[src/rtl/qlRxPkg.sv]
package qlRxPkg;

  typedef enum logic [1:0] {
    ST_IDLE,
    ST_RECV,
    ST_REPLY
  } rxState_t;

  // strobes from control to datapath
  typedef struct packed {
    logic armEn;
    logic clearLanes;
    logic capture;
  } rxCtrl_t;

  typedef struct packed {
    logic [3:0] nib;
    logic       fixed;
  } hamOut_t;

  // c[i] is Hamming position i+1; data on positions 3,5,6,7
  function automatic hamOut_t hamDecode(input logic [6:0] c);
    logic [2:0] syn;
    logic [6:0] f;
    hamOut_t    r;
    syn[0] = c[0] ^ c[2] ^ c[4] ^ c[6];
    syn[1] = c[1] ^ c[2] ^ c[5] ^ c[6];
    syn[2] = c[3] ^ c[4] ^ c[5] ^ c[6];
    f = c;
    if (syn != 3'd0) f[syn - 3'd1] = ~f[syn - 3'd1];
    r.nib   = {f[6], f[5], f[4], f[2]};
    r.fixed = (syn != 3'd0);
    return r;
  endfunction

endpackage

[src/rtl/qlLaneRx.sv]
module qlLaneRx
  import qlRxPkg::*;
#(
  parameter int CW_PER_LANE = 52,
  parameter int SLOT_W      = 6
) (
  input  logic              clk,
  input  logic              rstN,
  input  logic              bitIn,
  input  logic              armEn,
  input  logic              clear,
  output logic              startSeen,
  output logic              armed,
  output logic              done,
  output logic              nibWe,
  output logic [3:0]        nib,
  output logic [SLOT_W-1:0] slot,
  output logic              corrected
);

  localparam logic [SLOT_W-1:0] LAST_SLOT = SLOT_W'(CW_PER_LANE - 1);

  logic [2:0] hist;
  logic [6:0] word;
  logic [2:0] bitCnt;
  hamOut_t    dec;

  assign startSeen = armEn && !armed && ({hist, bitIn} == 4'b1110);
  assign nibWe     = armed && !done && (bitCnt == 3'd6);
  assign dec       = hamDecode({bitIn, word[6:1]});
  assign nib       = dec.nib;
  assign corrected = nibWe && dec.fixed;

  always_ff @(posedge clk or negedge rstN) begin
    if (!rstN) hist <= '0;
    else       hist <= {hist[1:0], bitIn};
  end

  always_ff @(posedge clk or negedge rstN) begin
    if (!rstN) begin
      armed  <= 1'b0;
      done   <= 1'b0;
      bitCnt <= '0;
      slot   <= '0;
      word   <= '0;
    end else if (clear) begin
      armed  <= 1'b0;
      done   <= 1'b0;
      bitCnt <= '0;
      slot   <= '0;
    end else if (startSeen) begin
      armed <= 1'b1;
    end else if (armed && !done) begin
      word <= {bitIn, word[6:1]};
      if (bitCnt == 3'd6) begin
        bitCnt <= '0;
        if (slot == LAST_SLOT) done <= 1'b1;
        else                   slot <= slot + 1'b1;
      end else begin
        bitCnt <= bitCnt + 1'b1;
      end
    end
  end

endmodule

[src/rtl/qlRxDatapath.sv]
module qlRxDatapath
  import qlRxPkg::*;
#(
  parameter int LANES       = 4,
  parameter int CW_PER_LANE = 52,
  parameter int CNT_W       = 16,
  parameter int SLOT_W      = 6,
  parameter int PAY_W       = 832
) (
  input  logic             clk,
  input  logic             rstN,
  input  logic [LANES-1:0] laneIn,
  input  rxCtrl_t          ctrl,
  output logic             startAny,
  output logic [LANES-1:0] armedV,
  output logic [LANES-1:0] doneV,
  output logic [PAY_W-1:0] payload,
  output logic [CNT_W-1:0] corrCount
);

  localparam int SUM_W = $clog2(LANES + 1);
  localparam int EXT_W = CNT_W + 1;

  logic [LANES-1:0]  startV;
  logic [LANES-1:0]  weV;
  logic [LANES-1:0]  corrV;
  logic [3:0]        nibV  [LANES];
  logic [SLOT_W-1:0] slotV [LANES];
  logic [PAY_W-1:0]  workBuf;
  logic [SUM_W-1:0]  corrSum;
  logic [EXT_W-1:0]  nextCnt;

  for (genvar l = 0; l < LANES; l++) begin : gLane
    qlLaneRx #(.CW_PER_LANE(CW_PER_LANE), .SLOT_W(SLOT_W)) uLane (
      .clk      (clk),
      .rstN     (rstN),
      .bitIn    (laneIn[l]),
      .armEn    (ctrl.armEn),
      .clear    (ctrl.clearLanes),
      .startSeen(startV[l]),
      .armed    (armedV[l]),
      .done     (doneV[l]),
      .nibWe    (weV[l]),
      .nib      (nibV[l]),
      .slot     (slotV[l]),
      .corrected(corrV[l])
    );
  end

  assign startAny = |startV;

  always_ff @(posedge clk or negedge rstN) begin
    if (!rstN) begin
      workBuf <= '0;
    end else begin
      for (int l = 0; l < LANES; l++) begin
        for (int k = 0; k < CW_PER_LANE; k++) begin
          if (weV[l] && (slotV[l] == SLOT_W'(k)))
            workBuf[(k*LANES + l)*4 +: 4] <= nibV[l];
        end
      end
    end
  end

  always_ff @(posedge clk or negedge rstN) begin
    if (!rstN)             payload <= '0;
    else if (ctrl.capture) payload <= workBuf;
  end

  always_comb begin
    corrSum = '0;
    for (int l = 0; l < LANES; l++) corrSum = corrSum + SUM_W'(corrV[l]);
  end

  assign nextCnt = {1'b0, corrCount} + EXT_W'(corrSum);

  always_ff @(posedge clk or negedge rstN) begin
    if (!rstN)               corrCount <= '0;
    else if (nextCnt[CNT_W]) corrCount <= '1;
    else                     corrCount <= nextCnt[CNT_W-1:0];
  end

endmodule

[src/rtl/qlRxCtrl.sv]
module qlRxCtrl
  import qlRxPkg::*;
#(
  parameter int LANES    = 4,
  parameter int SKEW_MAX = 16
) (
  input  logic             clk,
  input  logic             rstN,
  input  logic             startAny,
  input  logic [LANES-1:0] armedV,
  input  logic [LANES-1:0] doneV,
  output rxCtrl_t          ctrl,
  output logic             hsOut,
  output logic             payloadValid,
  output logic             pktRejected
);

  localparam int SKEW_W = $clog2(SKEW_MAX + 1);
  localparam logic [SKEW_W-1:0] SKEW_LIM = SKEW_W'(SKEW_MAX);

  rxState_t    state;
  logic        bad;
  logic        okReg;
  logic [SKEW_W-1:0] skewCnt;
  logic [2:0]  replyCnt;
  logic        allArmed;
  logic        pending;
  logic        finished;
  logic        timeout;
  logic        replyEnd;

  assign allArmed = &armedV;
  assign pending  = |(armedV & ~doneV);
  assign finished = !pending && (bad || allArmed);
  assign timeout  = (state == ST_RECV) && !bad && !allArmed && (skewCnt == SKEW_LIM);
  assign replyEnd = (state == ST_REPLY) && (replyCnt == 3'd5);

  assign ctrl.armEn      = (state == ST_IDLE) || ((state == ST_RECV) && !bad);
  assign ctrl.clearLanes = replyEnd;
  assign ctrl.capture    = replyEnd && okReg;

  // first half high for accept, second half high for refuse
  assign hsOut = (state == ST_REPLY) && (okReg ^ (replyCnt >= 3'd3));

  always_ff @(posedge clk or negedge rstN) begin
    if (!rstN) begin
      state        <= ST_IDLE;
      bad          <= 1'b0;
      okReg        <= 1'b0;
      skewCnt      <= '0;
      replyCnt     <= '0;
      payloadValid <= 1'b0;
      pktRejected  <= 1'b0;
    end else begin
      payloadValid <= 1'b0;
      case (state)
        ST_IDLE: begin
          if (startAny) begin
            state   <= ST_RECV;
            skewCnt <= '0;
            bad     <= 1'b0;
          end
        end
        ST_RECV: begin
          if (!allArmed && (skewCnt != SKEW_LIM)) skewCnt <= skewCnt + 1'b1;
          if (timeout) bad <= 1'b1;
          if (finished) begin
            state       <= ST_REPLY;
            replyCnt    <= '0;
            okReg       <= !bad;
            pktRejected <= bad;
          end
        end
        ST_REPLY: begin
          if (replyEnd) begin
            state        <= ST_IDLE;
            payloadValid <= okReg;
          end else begin
            replyCnt <= replyCnt + 1'b1;
          end
        end
        default: state <= ST_IDLE;
      endcase
    end
  end

endmodule

[src/rtl/quadLaneLinkRx.sv]
module quadLaneLinkRx
  import qlRxPkg::*;
#(
  parameter int  LANES       = 4,
  parameter int  CW_PER_LANE = 52,
  parameter int  SKEW_MAX    = 16,
  parameter int  CNT_W       = 16,
  localparam int PAY_W       = LANES * CW_PER_LANE * 4
) (
  input  logic             clk,
  input  logic             rstN,
  input  logic [LANES-1:0] laneIn,
  output logic             hsOut,
  output logic [PAY_W-1:0] payload,
  output logic             payloadValid,
  output logic [CNT_W-1:0] corrCount,
  output logic             pktRejected
);

  localparam int SLOT_W = $clog2(CW_PER_LANE + 1);

  rxCtrl_t          ctrl;
  logic             startAny;
  logic [LANES-1:0] armedV;
  logic [LANES-1:0] doneV;

  qlRxDatapath #(
    .LANES(LANES), .CW_PER_LANE(CW_PER_LANE), .CNT_W(CNT_W),
    .SLOT_W(SLOT_W), .PAY_W(PAY_W)
  ) uDp (
    .clk      (clk),
    .rstN     (rstN),
    .laneIn   (laneIn),
    .ctrl     (ctrl),
    .startAny (startAny),
    .armedV   (armedV),
    .doneV    (doneV),
    .payload  (payload),
    .corrCount(corrCount)
  );

  qlRxCtrl #(.LANES(LANES), .SKEW_MAX(SKEW_MAX)) uCtrl (
    .clk         (clk),
    .rstN        (rstN),
    .startAny    (startAny),
    .armedV      (armedV),
    .doneV       (doneV),
    .ctrl        (ctrl),
    .hsOut       (hsOut),
    .payloadValid(payloadValid),
    .pktRejected (pktRejected)
  );

endmodule

[config.mk]
export PLATFORM = sky130hd
export DESIGN_NAME = quadLaneLinkRx
export DESIGN_NICKNAME = d
export VERILOG_FILES = /design/src/rtl/qlRxPkg.sv /design/src/rtl/qlLaneRx.sv /design/src/rtl/qlRxDatapath.sv /design/src/rtl/qlRxCtrl.sv /design/src/rtl/quadLaneLinkRx.sv
export SDC_FILE = /design/constraint.sdc
export NUM_CORES = 2
export LEC_CHECK = 0
export CAP_MARGIN = 25
export CORE_UTILIZATION = 60
export DETAILED_ROUTE_END_ITERATION = 10
export PLACE_DENSITY = 0.85
export SKIP_LAST_GASP = 1
export SYNTH_ARGS = -nofsm -noshare
export SYNTH_HDL_FRONTEND = slang
export SYNTH_SLANG_ARGS = --single-unit
[constraint.sdc]
create_clock -name clk -period 7.64 [get_ports clk]
set_input_delay 1.146 -clock clk [delete_from_list [all_inputs] [get_ports clk]]
set_output_delay 1.146 -clock clk [all_outputs]
set_load 0.005 [all_outputs]
==> impl_metrics.toml <==
[clocking]
clk_pin_slew_ps = 60
cts_tree = "done"
htreeDepth = 4
cts.sinks = 1774
post_cts_buffers = 0
cts_root_buf = "clkbuf_16"
post_cts_resized = 0
cts_hold_buf = 0
clock_latency_ps = 810
clock_path_buffers = 3
cts_buffers = 175

[die]
coreArea_mm2 = 0.113
die_h_um = 341
design.die.area_mm2 = 0.116
die_width_um = 341
io_pins = 857
start_util_pct = 60.8
rows = 123

[placement]
dp_slack_ps = 1940
place_congestion = 0.884
portBuffers = 856
hpwl_um = 147000

[detailed_routing]
vias_per_cell = 5.93
avgRoutedWirePerCell_um = 24.8
wl_um = 223000
vias = 53263
remaining_drc_errors = 0
dr.first_iter.drc_count = 5598
drt-pass1-iter-count = 6
ant_nets = 0

[setup_path]
endpoint_kind = "flip-flop"
start_kind = "primary input"
cp.arrival_ps = 5660
rr_worst_depth = 16
r2r_end = "uDp.corrCount[13]"
crit_path_max_fanout = 13
setup.worst_path.class = "in -> reg"
worstPathRequired_ps = 8370
r2r-start = "uDp.gLane[1].uLane.word[3]"
rrSetupSlack_ps = 2800

[final_layout]
layout_commonest_cell = "nand2_1"
fill_cells = 6894
area_growth_pct = 23.7
final_cell_mix = "2,793 x nand2_1, 1,774 x dfrtp_1, 855 x clkdlybuf4s50_1"
layout-drive-gt1-share_pct = 13.0
regArea_mm2 = 0.0444
multiInputGateArea_mm2 = 0.0232
final_nets = 7393

[timing]
report.final.slew_viol_count = 0
post-route-min-period_ps = 4930
setup_viol = 0
rsz0062_at_grt = "false"
fin_skew_ps = 36.4
setup_tns_ps = 0
final-hold-violation-count = 0
setup_ws_ps = 2710
finalCritPeriodShare_pct = 64.5
fmax_mhz = 203
relSlewSlack_pct = 20.6
worst_slew_pin_slew_ps = 1190

[global_route]
globalRouteTotalUtil_pct = 38.3
grt_max_degree = 240
antenna_found_initial = 4
grt-ovfl-total = 0
grt_pass1_wl_um = 330000
grt_pass1_vias = 53474

[pwr]
p_per_area_mw_per_mm2 = 324
p_leak_nw = 42.7
ir_drop_v = 0.000914
finalPower_mw = 27.5

[synth]
synth_seq_cells = 1774
syn-mean-instance-area_um2 = 10.5
yosys.cell_types.count = 61
synth_cells = 6541
synth_edf_count = 0
synth_flop_cell = "dfrtp_1"
seq_area_frac_synth_pct = 64.6
syn_area_mm2 = 0.0688
async_flop_share_pct = 100
ys_warn_count = 0
synth_nets = 6590

[hold_path]
hp-class = "reg -> reg"
hold-path-cell-count = 0
whs_endpoint = "uDp.gLane[0].uLane.hist[1]"
min_from = "uDp.gLane[0].uLane.hist[0]"

[job]
maxCapViolations = 0

[run_status]
outcome = "completed"
[how the worst max path moves through the flow]
| stage | start | to | slack (ps) | cells after the start |
|---|---|---|---|---|
| 2_1_floorplan | laneIn[1] | uDp.corrCount[5] | 2980 | 14 |
| 3_3_place_gp | laneIn[1] | uDp.corrCount[13] | 2000 | 16 |
| 3_5_place_dp | laneIn[1] | uDp.corrCount[13] | 1940 | 15 |
| 4_1_cts | laneIn[1] | uDp.corrCount[13] | 2760 | 15 |
| 5_1_grt | laneIn[1] | uDp.corrCount[13] | 2500 | 16 |
| 6_report | laneIn[1] | uDp.corrCount[13] | 2710 | 15 |
[layer usage]
metal	track usage [%]	up-vias	wire, µm
li1	-	22541	-
met1	48.6	26846	81500
met2	59.0	3087	103000
met3	8.15	789	20000
met4	28.0	0	18200
met5	0	-	0
[critical path, cell delays in order]
cell and delay [ps]:
clkdlybuf4s50_1 490, ha_1 410, ha_1 230, ha_1 240
nor3_1 320, ha_1 310, fa_1 400, ha_1 310
inv_1 60, fa_1 410, nor2b_1 260, o21bai_1 170
or3b_2 640, nand3_1 130, o21a_1 120
[sequential cells by signal (all words and copies together) (netlist names)]
name and count:
uDp.gLane.uLane.done 4, uDp.corrCount 16, uCtrl.replyCnt 3, uCtrl.payloadValid 1, uDp.gLane.uLane.hist 12, uDp.workBuf 832
uDp.payload 832, uCtrl.state 2, uCtrl.skewCnt 5, uCtrl.bad 1, uCtrl.pktRejected 1, uDp.gLane.uLane.armed 4
uCtrl.okReg 1, uDp.gLane.uLane.slot 24, uDp.gLane.uLane.bitCnt 12, uDp.gLane.uLane.word 24
[report_power, final]
part / switching [mW] / internal [mW] / total [mW]
logic: 6.48 / 1.86 / 8.33
clock network: 3.69 / 5.17 / 8.86
registers: 0.479 / 9.86 / 10.3
[cell families (layout without fill, tap and decap cells)]
| kind of cell | Yosys count | in the layout | synth area share, % |
|---|---|---|---|
| DFF | 1774 | 1774 | 64.6 |
| xor gates and xnor gates | 74 | 74 | 0.943 |
| and+or+nand+nor | 3361 | 3361 | 19.8 |
| buffers and inverters | 345 | 1284 | 2.08 |
| AOI/OAI and AO/OA | 417 | 417 | 3.18 |
| other | 0 | 9 | 0 |
| muxes | 527 | 527 | 8.62 |
| adders and majority gates | 43 | 43 | 0.804 |
[area by class of cell]
class / count / area share (%)
well taps: 1500 / 2.21
repair buffers: 945 / 11.2
diodes: 9 / 0.0265
inverters: 26 / 0.124
clock buffers: 263 / 6.14
flip-flops and latches: 1774 / 52.2
clock inverters: 50 / 0.827
multi-input cells: 4422 / 27.2
[stage by stage]
step           cell area [µm²]  hold slack (ps)  instances  util, %
6_report                 85000              362       8989     75.2
5_1_grt                  85000              382       8983     75.2
4_1_cts                  84900              369       8974     75.1
3_5_place_dp             79000              365       8661     69.8
3_3_place_gp             78900              357       8652     69.7
2_1_floorplan            68800              354       6541        -
[cell usage after synthesis (all sizes together), types with 5 or more instances]
| cell | n | area share, % |
|---|---|---|
| nand3 | 79 | 0.58 |
| nor2 | 360 | 2.6 |
| buf | 79 | 0.63 |
| nor4b | 8 | 0.12 |
| xnor2 | 44 | 0.56 |
| nand2b | 15 | 0.14 |
| mux2 | 520 | 8.5 |
| nand4b | 8 | 0.10 |
| and3 | 15 | 0.14 |
| or4 | 5 | 0.055 |
| o21ai | 158 | 1.2 |
| nor2b | 14 | 0.13 |
| nor4 | 11 | 0.15 |
| nand3b | 7 | 0.076 |
| and2 | 8 | 0.073 |
| nand2 | 2794 | 15 |
| clkbuf | 240 | 1.3 |
| xor2 | 30 | 0.38 |
| ha | 41 | 0.75 |
| nor3 | 13 | 0.11 |
| inv | 25 | 0.14 |
| nand4 | 12 | 0.11 |
| a21oi | 232 | 1.7 |
| dfrtp | 1774 | 65 |
| nor3b | 5 | 0.062 |
| mux2i | 7 | 0.10 |
No activity file was read; power rests on OpenSTA's default activity.
